### config.mk
export PLATFORM = sky130hd
export DESIGN_NAME = flash_cmd_ctl
export DESIGN_NICKNAME = d
export VERILOG_FILES = /design/src/rtl/flash_cmd_pkg.sv /design/src/rtl/flash_word_array.sv /design/src/rtl/flash_cmd_decode.sv /design/src/rtl/flash_prog_engine.sv /design/src/rtl/flash_cmd_ctl.sv
export SDC_FILE = /design/constraint.sdc
export NUM_CORES = 1
export LEC_CHECK = 0
export CAP_MARGIN = 20
export CORE_UTILIZATION = 24
export DETAILED_ROUTE_END_ITERATION = 12
export PLACE_DENSITY = 0.48
export SYNTH_ARGS = -nofsm -noshare
export SYNTH_HDL_FRONTEND = slang
export SYNTH_SLANG_ARGS = --single-unit
### constraint.sdc
create_clock -name clk -period 3.4 [get_ports clk]
set_clock_uncertainty 0.2 [all_clocks]
set_input_delay 0.68 -clock clk [delete_from_list [all_inputs] [get_ports clk]]
set_output_delay 0.68 -clock clk [all_outputs]
set_load 0.02 [all_outputs]
### src/rtl/flash_cmd_pkg.sv
package flash_cmd_pkg;

  typedef enum logic [2:0] {
    D_READ,
    D_UL1,
    D_UL2,
    D_PROG,
    D_BYP,
    D_BYP_PROG,
    D_BYP_RST
  } dec_state_t;

  typedef enum logic [2:0] {
    E_IDLE,
    E_FETCH,
    E_CHECK,
    E_TIME,
    E_ERASE
  } eng_state_t;

  localparam logic [7:0] CMD_KEY1   = 8'hAA;
  localparam logic [7:0] CMD_KEY2   = 8'h55;
  localparam logic [7:0] CMD_PROG   = 8'hA0;
  localparam logic [7:0] CMD_FAST   = 8'h20;
  localparam logic [7:0] CMD_WIPE   = 8'h10;
  localparam logic [7:0] CMD_RDMODE = 8'hF0;
  localparam logic [7:0] CMD_FEXIT1 = 8'h90;
  localparam logic [7:0] CMD_FEXIT2 = 8'h00;

  localparam logic [10:0] KEY_ADDR_A = 11'h555;
  localparam logic [10:0] KEY_ADDR_B = 11'h2AA;

endpackage

### src/rtl/flash_word_array.sv
module flash_word_array #(
  parameter int DW = 16,
  parameter int AW = 4
) (
  input  logic          clk,
  input  logic          we,
  input  logic [AW-1:0] waddr,
  input  logic [DW-1:0] wdata,
  input  logic [AW-1:0] ra_addr,
  output logic [DW-1:0] ra_data,
  input  logic [AW-1:0] rb_addr,
  output logic [DW-1:0] rb_data
);
  localparam int DEPTH = 1 << AW;

  logic [DW-1:0] mem [DEPTH];

  always_ff @(posedge clk) begin
    if (we) mem[waddr] <= wdata;
  end

  always_ff @(posedge clk) begin
    ra_data <= mem[ra_addr];
  end

  always_ff @(posedge clk) begin
    rb_data <= mem[rb_addr];
  end
endmodule

### src/rtl/flash_cmd_decode.sv
module flash_cmd_decode
  import flash_cmd_pkg::*;
#(
  parameter int BUS_AW = 11,
  parameter int DW     = 16,
  parameter int ARR_AW = 4
) (
  input  logic              clk,
  input  logic              rst,
  input  logic              acc,
  input  logic              busy,
  input  logic              wr_en,
  input  logic [BUS_AW-1:0] wr_addr,
  input  logic [DW-1:0]     wr_data,
  output logic              start_prog,
  output logic              start_erase,
  output logic              clr_err,
  output logic [ARR_AW-1:0] tgt_addr,
  output logic [DW-1:0]     tgt_data
);
  dec_state_t st, nxt;
  logic sp, se, ce;
  logic [7:0] cmd;
  logic at_a, at_b;

  function automatic logic is_fast(dec_state_t s);
    return (s == D_BYP) || (s == D_BYP_PROG) || (s == D_BYP_RST);
  endfunction

  assign cmd  = wr_data[7:0];
  assign at_a = (wr_addr == BUS_AW'(KEY_ADDR_A));
  assign at_b = (wr_addr == BUS_AW'(KEY_ADDR_B));

  always_comb begin
    nxt = st;
    sp  = 1'b0;
    se  = 1'b0;
    ce  = 1'b0;
    if (wr_en && !busy) begin
      case (st)
        D_READ: begin
          if (at_a && cmd == CMD_KEY1) nxt = D_UL1;
          else if (cmd == CMD_RDMODE) ce = 1'b1;
        end
        D_UL1: begin
          if (at_b && cmd == CMD_KEY2) nxt = D_UL2;
          else begin
            nxt = D_READ;
            ce  = (cmd == CMD_RDMODE);
          end
        end
        D_UL2: begin
          nxt = D_READ;
          if (at_a && cmd == CMD_PROG) nxt = D_PROG;
          else if (at_a && cmd == CMD_FAST) nxt = D_BYP;
          else if (at_a && cmd == CMD_WIPE) se = 1'b1;
          else ce = (cmd == CMD_RDMODE);
        end
        D_PROG: begin
          sp  = 1'b1;
          nxt = D_READ;
        end
        D_BYP: begin
          if (cmd == CMD_PROG) nxt = D_BYP_PROG;
          else if (cmd == CMD_FEXIT1) nxt = D_BYP_RST;
        end
        D_BYP_PROG: begin
          sp  = 1'b1;
          nxt = D_BYP;
        end
        D_BYP_RST: begin
          if (cmd == CMD_FEXIT2) begin
            nxt = D_READ;
            ce  = 1'b1;
          end else begin
            nxt = D_BYP;
          end
        end
        default: nxt = D_READ;
      endcase
    end
    if (acc && !is_fast(nxt)) nxt = D_BYP;
  end

  always_ff @(posedge clk) begin
    if (rst) begin
      st          <= D_READ;
      start_prog  <= 1'b0;
      start_erase <= 1'b0;
      clr_err     <= 1'b0;
      tgt_addr    <= '0;
      tgt_data    <= '0;
    end else begin
      st          <= nxt;
      start_prog  <= sp;
      start_erase <= se;
      clr_err     <= ce;
      if (sp) begin
        tgt_addr <= wr_addr[ARR_AW-1:0];
        tgt_data <= wr_data;
      end
    end
  end

  AST_FAST_KEEPS: assert property (@(posedge clk) disable iff (rst)
    (st == D_BYP && wr_en && !busy && cmd != CMD_PROG && cmd != CMD_FEXIT1)
      |=> (st == D_BYP));

  AST_ACC_FORCES_FAST: assert property (@(posedge clk) disable iff (rst)
    acc |=> is_fast(st));

  AST_BUSY_FREEZES: assert property (@(posedge clk) disable iff (rst)
    (busy && !acc) |=> $stable(st));

  AST_ONE_START: assert property (@(posedge clk) disable iff (rst)
    $onehot0({start_prog, start_erase}));

  AST_RESET_READ: assert property (@(posedge clk)
    rst |=> (st == D_READ && !start_prog && !start_erase));
endmodule

### src/rtl/flash_prog_engine.sv
module flash_prog_engine
  import flash_cmd_pkg::*;
#(
  parameter int DW          = 16,
  parameter int AW          = 4,
  parameter int PROG_CYCLES = 8
) (
  input  logic          clk,
  input  logic          rst,
  input  logic          start_prog,
  input  logic          start_erase,
  input  logic          clr_err,
  input  logic [AW-1:0] tgt_addr,
  input  logic [DW-1:0] tgt_data,
  input  logic [DW-1:0] mem_rdata,
  output logic [AW-1:0] mem_raddr,
  output logic          mem_we,
  output logic [AW-1:0] mem_waddr,
  output logic [DW-1:0] mem_wdata,
  output logic          busy,
  output logic          err
);
  localparam int DEPTH = 1 << AW;
  localparam int CW    = $clog2(PROG_CYCLES + 1);
  localparam logic [CW-1:0] CNT_LAST = CW'(PROG_CYCLES - 1);
  localparam logic [AW-1:0] IDX_LAST = AW'(DEPTH - 1);

  eng_state_t    est;
  logic [CW-1:0] cnt;
  logic [AW-1:0] addr_q;
  logic [AW-1:0] idx;
  logic [DW-1:0] data_q;
  logic          raise_needed;

  assign raise_needed = |(data_q & ~mem_rdata);

  always_ff @(posedge clk) begin
    if (rst) begin
      est    <= E_IDLE;
      cnt    <= '0;
      addr_q <= '0;
      idx    <= '0;
      data_q <= '0;
      err    <= 1'b0;
    end else begin
      if (clr_err) err <= 1'b0;
      case (est)
        E_IDLE: begin
          if (start_prog) begin
            addr_q <= tgt_addr;
            data_q <= tgt_data;
            est    <= E_FETCH;
          end else if (start_erase) begin
            idx <= '0;
            est <= E_ERASE;
          end
        end
        E_FETCH: est <= E_CHECK;
        E_CHECK: begin
          if (raise_needed) begin
            err <= 1'b1;
            est <= E_IDLE;
          end else begin
            cnt <= '0;
            est <= E_TIME;
          end
        end
        E_TIME: begin
          if (cnt == CNT_LAST) est <= E_IDLE;
          else cnt <= cnt + 1'b1;
        end
        E_ERASE: begin
          if (idx == IDX_LAST) est <= E_IDLE;
          idx <= idx + 1'b1;
        end
        default: est <= E_IDLE;
      endcase
    end
  end

  assign mem_raddr = addr_q;
  assign mem_we    = !rst && ((est == E_TIME && cnt == CNT_LAST) || est == E_ERASE);
  assign mem_waddr = (est == E_ERASE) ? idx : addr_q;
  assign mem_wdata = (est == E_ERASE) ? {DW{1'b1}} : data_q;
  assign busy      = (est != E_IDLE);

  AST_ONLY_CLEARS: assert property (@(posedge clk) disable iff (rst)
    (mem_we && est == E_TIME) |-> ((mem_wdata & ~mem_rdata) == '0));

  AST_ERR_STICKY: assert property (@(posedge clk) disable iff (rst)
    (err && !clr_err) |=> err);

  AST_START_WHEN_IDLE: assert property (@(posedge clk) disable iff (rst)
    (start_prog || start_erase) |-> (est == E_IDLE));

  AST_WRITE_BUSY: assert property (@(posedge clk) disable iff (rst)
    mem_we |-> busy);
endmodule

### src/rtl/flash_cmd_ctl.sv
module flash_cmd_ctl #(
  parameter int BUS_AW      = 11,
  parameter int DW          = 16,
  parameter int ARR_AW      = 4,
  parameter int PROG_CYCLES = 8
) (
  input  logic              clk,
  input  logic              rst,
  input  logic              acc_i,
  input  logic              wr_en_i,
  input  logic [BUS_AW-1:0] wr_addr_i,
  input  logic [DW-1:0]     wr_data_i,
  input  logic [ARR_AW-1:0] rd_addr_i,
  output logic [DW-1:0]     rd_data_o,
  output logic              busy_o,
  output logic              err_o
);
  logic              start_prog, start_erase, clr_err, eng_busy;
  logic [ARR_AW-1:0] tgt_addr, mem_raddr, mem_waddr;
  logic [DW-1:0]     tgt_data, mem_rdata, mem_wdata;
  logic              mem_we;

  assign busy_o = eng_busy | start_prog | start_erase;

  flash_cmd_decode #(.BUS_AW(BUS_AW), .DW(DW), .ARR_AW(ARR_AW)) u_dec (
    .clk(clk), .rst(rst), .acc(acc_i), .busy(busy_o),
    .wr_en(wr_en_i), .wr_addr(wr_addr_i), .wr_data(wr_data_i),
    .start_prog(start_prog), .start_erase(start_erase), .clr_err(clr_err),
    .tgt_addr(tgt_addr), .tgt_data(tgt_data)
  );

  flash_prog_engine #(.DW(DW), .AW(ARR_AW), .PROG_CYCLES(PROG_CYCLES)) u_eng (
    .clk(clk), .rst(rst),
    .start_prog(start_prog), .start_erase(start_erase), .clr_err(clr_err),
    .tgt_addr(tgt_addr), .tgt_data(tgt_data),
    .mem_rdata(mem_rdata), .mem_raddr(mem_raddr),
    .mem_we(mem_we), .mem_waddr(mem_waddr), .mem_wdata(mem_wdata),
    .busy(eng_busy), .err(err_o)
  );

  flash_word_array #(.DW(DW), .AW(ARR_AW)) u_arr (
    .clk(clk), .we(mem_we), .waddr(mem_waddr), .wdata(mem_wdata),
    .ra_addr(rd_addr_i), .ra_data(rd_data_o),
    .rb_addr(mem_raddr), .rb_data(mem_rdata)
  );

  AST_IDLE_AFTER_RESET: assert property (@(posedge clk)
    rst |=> (!busy_o && !err_o));
endmodule

Yosys cells after proc, flatten, opt, wreduce, memory -nomap -nowiden. Memory sizes are Yosys's and may differ from the RTL's. A register that Yosys moved wholly into a read port is not among the register bits. Cells that the tools add are included.

Register bits after elaboration: 58. RAM bits: 256. Input port bits: 35. Output and inout port bits: 18. Logic and storage cells: 123. Memories: 1.

Reductions and logical operators: 30. Bitwise gates (word level): 6. Muxes and demuxes: 40. Add/subtract/negate cells: 2. Equal/unequal tests: 31.

Memories: u_arr.mem (depth 16, width 16, read ports 2, clocked after memory_dff 2, wr ports 1, line flash_word_array.sv:16) `logic [DW-1:0] mem [DEPTH];`.

Operators by type and width (number): 3-bit 2-to-1 mux (12); 8-bit == test (second input constant) (4); 3-bit == test (second input constant) (7); 4-bit 2-to-1 mux (5); 3-bit one-hot mux with 6 select lines (1); 16-bit AND (1); 16-bit 2-to-1 mux (1); 16-bit NOT (1); 4-bit one-hot mux with 2 select lines (2); 16-bit OR reduction (1); 1-bit 2-to-1 mux (15); 3-bit one-hot mux with 5 select lines (1); 3-bit by 2-bit == test with 1-bit output (second input constant) (4); 11-bit by 10-bit == test with 1-bit output (second input constant) (1); 11-bit == test (second input constant) (1); 1-bit logical AND (9); 3-bit AND reduction (3); 4-bit by 1-bit adder with 4-bit output (second input constant) (2); 8-bit by 5-bit == test with 1-bit output (second input constant) (1); 8-bit by 6-bit == test with 1-bit output (second input constant) (1); 8-bit by 7-bit == test with 1-bit output (second input constant) (1); 8-bit logical NOT (1); 2-bit inequality test (second input constant) (4); 3-bit by 1-bit == test with 1-bit output (second input constant) (2); other kinds (16) (28).

Longest topological paths before layout.
Depth after elaboration: 12. Depth in mapped cells: 8. Gate-level depth less buffers: 7.

Hierarchy. Synthesis repeated with hierarchy kept, for this count alone.

Cells, all modules: 952. Area, all modules: 15229.6 sq um.

By module, submodules not included: flash_word_array (cells each 585, area each 12360.6 sq um, sequential area each 8328.0 sq um, instances 1); flash_prog_engine (cells each 205, area each 1635.3 sq um, sequential area each 640.6 sq um, instances 1); flash_cmd_decode (cells each 161, area each 1227.4 sq um, sequential area each 520.5 sq um, instances 1); flash_cmd_ctl (cells each 1, area each 6.3 sq um, sequential area each 0.0 sq um, instances 1).

Worst setup path before layout. Ideal clock, no wire load.

Path kind: register to register. From: register u_eng.addr_q[1], in the netlist u_eng.mem_raddr[1]. To: memory u_arr.mem[2][0], enable pin. Data arrival time: 2.186 ns. Setup slack: 0.626 ns. Cell stages (with the launch flop): 7. Clock period less this slack: 2.774 ns. Path through: dfxtp_1 > clkbuf_1 > buf_1 > clkbuf_1 > nor3b_1 > o21ai_1 > nor2_1.

Cells in the longest elaborated chain, start to end: 1.

Ends and longest elaborated chain: from (decl) (line flash_prog_engine.sv:30) `logic [AW-1:0] addr_q;`; from (signal assigned) (line flash_prog_engine.sv:50) `addr_q <= tgt_addr;`; 4-bit 2-to-1 mux (line flash_prog_engine.sv:83) `assign mem_waddr = (est == E_ERASE) ? idx : addr_q;`; to (decl) (line flash_word_array.sv:16).

No other way between the ends.

Worst setup path after layout.
From: register u_eng.est[2]. To: output port busy_o.

Cells in the longest elaborated chain, start to end: 3.

Ends and longest elaborated chain: from (decl) (line flash_prog_engine.sv:28) `eng_state_t est;`; from (signal assigned) (line flash_prog_engine.sv:39) `est <= E_IDLE;`; from (signal assigned) (line flash_prog_engine.sv:52) `est <= E_FETCH;`; from (signal assigned) (line flash_prog_engine.sv:55) `est <= E_ERASE;`; 3-bit nonzero test (line flash_prog_engine.sv:85) `assign busy = (est != E_IDLE);`; 1-bit bitwise OR (2 in series) (line flash_cmd_ctl.sv:23) `assign busy_o = eng_busy | start_prog | start_erase;`; to (decl) (line flash_cmd_ctl.sv:15) `output logic busy_o,`.

No other way between the ends.

==> flow_summary.yaml <==
floorplanning:
  chipWidth_um: 252
  dieArea_mm2: 0.0634
  coreArea_mm2: 0.0617
  die-height_um: 252
  initial_utilization_pct: 24.3
  core.rowCount: 91
  design.portCount: 53
worst_setup_path:
  crit_path_max_fanout: 8
  reg2reg_slack_ps: 650
  cp.arrival_ps: 1930
  r2r-start: "u_eng.est[1]"
  critical_path.startpoint: "u_eng.est[2]"
  startpoint_type: "flip-flop"
  criticalPathCategory: "flip-flop to output pin"
  setup.worst_path.end_class: "output pin"
  cp_data_required_time_ps: 2520
clock_tree:
  tritoncts: "built"
  clk-insertion-delay-late_ps: 560
  postCtsSetupBuffers: 0
  clock_tree.root_cell: "sky130_fd_sc_hd__clkbuf_16"
  clock_pin_slew_on_the_worst_setup_and_hold_paths_ps: 60
  cts_buffers: 40
  holdBufCountCts: 0
  cts_max_path_buffers: 3
  tritoncts_num_sinks: 346
  cts_resized: 0
  cts_htree_levels: 2
global_route:
  global_route.usage.met2_pct: 21.3
  maximum_number_of_pins_on_one_net_before_global_route_repair: 65
  grtUsageMet1_pct: 17.6
  antenna_found_initial: 0
  first_global_vias: 8840
  global_route.overflow_total: 0
  grt_first_pass_wirelength_mm: 60.4
  groute.usage.overall_pct: 13.1
  globalRouteMet3Util_pct: 2.74
  grt_most_used_layer: "met2"
synthesis:
  number_of_enable_type_register_cells_in_the_synthesized_netlist: 256
  synth_cell_type_count: 46
  syn_area_cell_um2: 17.4
  synth_common_cells: "sky130_fd_sc_hd__edfxtp_1 (256), sky130_fd_sc_hd__mux4_2 (160), sky130_fd_sc_hd__dfxtp_1 (90)"
  async_reset_ff_share_pct: 0
  syn_nets: 896
  synth.yosys.seq_area_share_pct: 63.4
  synthCells: 859
  syn_area_mm2: 0.0150
  yosys.area.top_type_share_pct: 51.3
  synth-seq-cells: 346
  yosys_most_used_dff: "sky130_fd_sc_hd__edfxtp_1"
  cell_with_the_most_instances_after_synthesis: "sky130_fd_sc_hd__edfxtp_1"
  ys_top_cells_by_area: "sky130_fd_sc_hd__edfxtp_1 (51%), sky130_fd_sc_hd__mux4_2 (24%), sky130_fd_sc_hd__dfxtp_1 (12%)"
  ys_warn_count: 0
  yosys.area.top_type: "sky130_fd_sc_hd__edfxtp_1"
finish:
  num-fill-cells: 6162
  area_delta_synth_final_pct: 21.0
  area_of_combinational_cells_with_multiple_inputs_mm2: 0.00526
  post_route_cells_drive_above_1_share_pct: 30.0
  stdcell_area_mm2: 0.0181
  finish.net_count: 979
  diodes: 0
  regArea_mm2: 0.00950
power:
  power_leakage_nw: 5.81
  power.density_mw_per_mm2: 515
  worst_ir_drop_vdd_uv: 327
place:
  detailedPlacementHpwl_mm: 24.8
  dpl_worst_slack_ps: 385
  place.port_buffers: 52
  placement.cell_area_mm2: 0.0168
  gp_routability_congestion: 0.767
drt:
  wl_per_cell_um: 22.5
  detailroute.via_count: 8429
  drt-vias-per-instance: 4.65
  post-route-drc-count: 0
  detail_route.first_pass.iterations: 5
  drt_first_iter_violations: 765
  wl_mm: 40.8
  antenna_viol_nets_final: 0
hold_path:
  hold_path.class: "flip-flop to flip-flop"
  min-delay-start: "u_eng.data_q[13]"
sta:
  finalMaxSlewViolations: 0
  setup_repair_after_global_routing_missed_its_margin: "false"
  final_period_minus_worst_setup_slack_ps: 2810
  setup_slack_ps: 595
  hold_violations: 0
  fin_crit_sh_pct: 82.5
  timing.fmax_mhz: 356
  worstMarginPinSlew_ps: 776
  timing.max_slew.rel_slack_pct: 47.8
  setup_viol_count_final: 0
  final.setup.tns_ps: 0
flow_run:
  drv.max_cap_violation_count: 0
outcome:
  run_status: "finished, final reports clean"
[critical path, stage by stage (launching register included)]
cell                              delay, ps
sky130_fd_sc_hd__dfxtp_1                380
sky130_fd_sc_hd__nor3_2                 310
sky130_fd_sc_hd__nand2_1                120
sky130_fd_sc_hd__clkdlybuf4s50_1        550
[cell type report]
class | instances | area share (%)
Clock buffer | 52 | 6.00
Timing Repair Buffer | 97 | 5.12
Sequential cell | 346 | 52.4
Inverter | 10 | 0.207
Multi-Input combinational cell | 447 | 29.0
Clock inverter | 22 | 1.46
Tap cell | 837 | 5.78
[sequential cells by signal, summed over array words and instances, names as in the netlist]
| register | flops |
|---|---|
| u_eng.est | 3 |
| u_eng.cnt | 4 |
| u_arr.ra_data | 16 |
| u_arr.rb_data | 16 |
| u_eng.idx | 4 |
| u_dec.start_erase | 1 |
| u_dec.tgt_data | 16 |
| u_dec.clr_err | 1 |
| u_dec.start_prog | 1 |
| u_eng.data_q | 16 |
| u_dec.tgt_addr | 4 |
| u_arr.mem | 256 |
| u_dec.st | 3 |
| u_eng.err | 1 |
| u_eng.mem_raddr | 4 |
[power by group]
part           switching (W)  internal [W]
sequential         0.0000176       0.00450
clock                0.00174       0.00272
combinational       0.000168      0.000186
[logic make-up after synthesis]
family	Yosys count	share of synthesized area (%)
buffers and inverters	66	1.77
muxes	178	25.3
DFF	346	63.4
xor gates and xnor gates	3	0.175
AOI/OAI and AO/OA	62	2.50
and+or+nand+nor	202	6.77
adders and majority gates	2	0.167
[path summary, 6_finish.rpt]
path | end | depth (start not counted)
worst max-delay path | busy_o | 3
worst min-delay path | u_eng.data_q[13] | 2
worst max register to register | u_arr.mem[10][5] | 7
worst min register to register | u_eng.data_q[13] | 2
[cell usage in the layout (no fill, tap or decap), types with 4 or more instances in the layout]
master,synthesis,layout
sky130_fd_sc_hd__edfxtp_1,256,256
sky130_fd_sc_hd__mux4_2,160,160
sky130_fd_sc_hd__dfxtp_1,90,87
sky130_fd_sc_hd__nand2_1,55,55
sky130_fd_sc_hd__clkdlybuf4s50_1,0,48
sky130_fd_sc_hd__nor2_1,58,42
sky130_fd_sc_hd__clkbuf_16,0,41
sky130_fd_sc_hd__buf_4,0,39
sky130_fd_sc_hd__a21oi_1,32,32
sky130_fd_sc_hd__nand2b_1,27,27
sky130_fd_sc_hd__mux2i_1,18,18
sky130_fd_sc_hd__nor2_2,0,16
sky130_fd_sc_hd__nand3_1,11,11
sky130_fd_sc_hd__inv_1,10,10
sky130_fd_sc_hd__nor3_1,9,9
sky130_fd_sc_hd__clkbuf_1,36,9
sky130_fd_sc_hd__clkinv_2,0,9
sky130_fd_sc_hd__nor3b_1,8,8
sky130_fd_sc_hd__buf_12,0,7
sky130_fd_sc_hd__a31oi_1,6,6
sky130_fd_sc_hd__bufinv_16,0,6
sky130_fd_sc_hd__o21ai_1,5,5
sky130_fd_sc_hd__o2111ai_1,5,5
sky130_fd_sc_hd__nand4_1,4,4
sky130_fd_sc_hd__nor4bb_1,4,4
sky130_fd_sc_hd__clkinv_1,0,4
[through the flow]
| stage | cells | total power [W] | hold slack (ps) | util [%] |
|---|---|---|---|---|
| after floorplan | 859 | 0.00480 | 232 | - |
| after global placement | 1737 | 0.00497 | 245 | 27.2 |
| after detailed placement | 1737 | 0.00496 | 254 | 27.2 |
| after CTS | 1811 | 0.00945 | 264 | 29.4 |
| after global routing | 1811 | 0.00964 | 287 | 29.4 |
| final | 1811 | 0.00933 | 262 | 29.4 |
[metal layers]
metal	vias to the layer above	part of all wire, %
li1	3657	-
met1	4489	44
met2	230	48
met3	53	5.8
met4	0	1.9
met5	-	0
(Power assumes the default switching activity.)
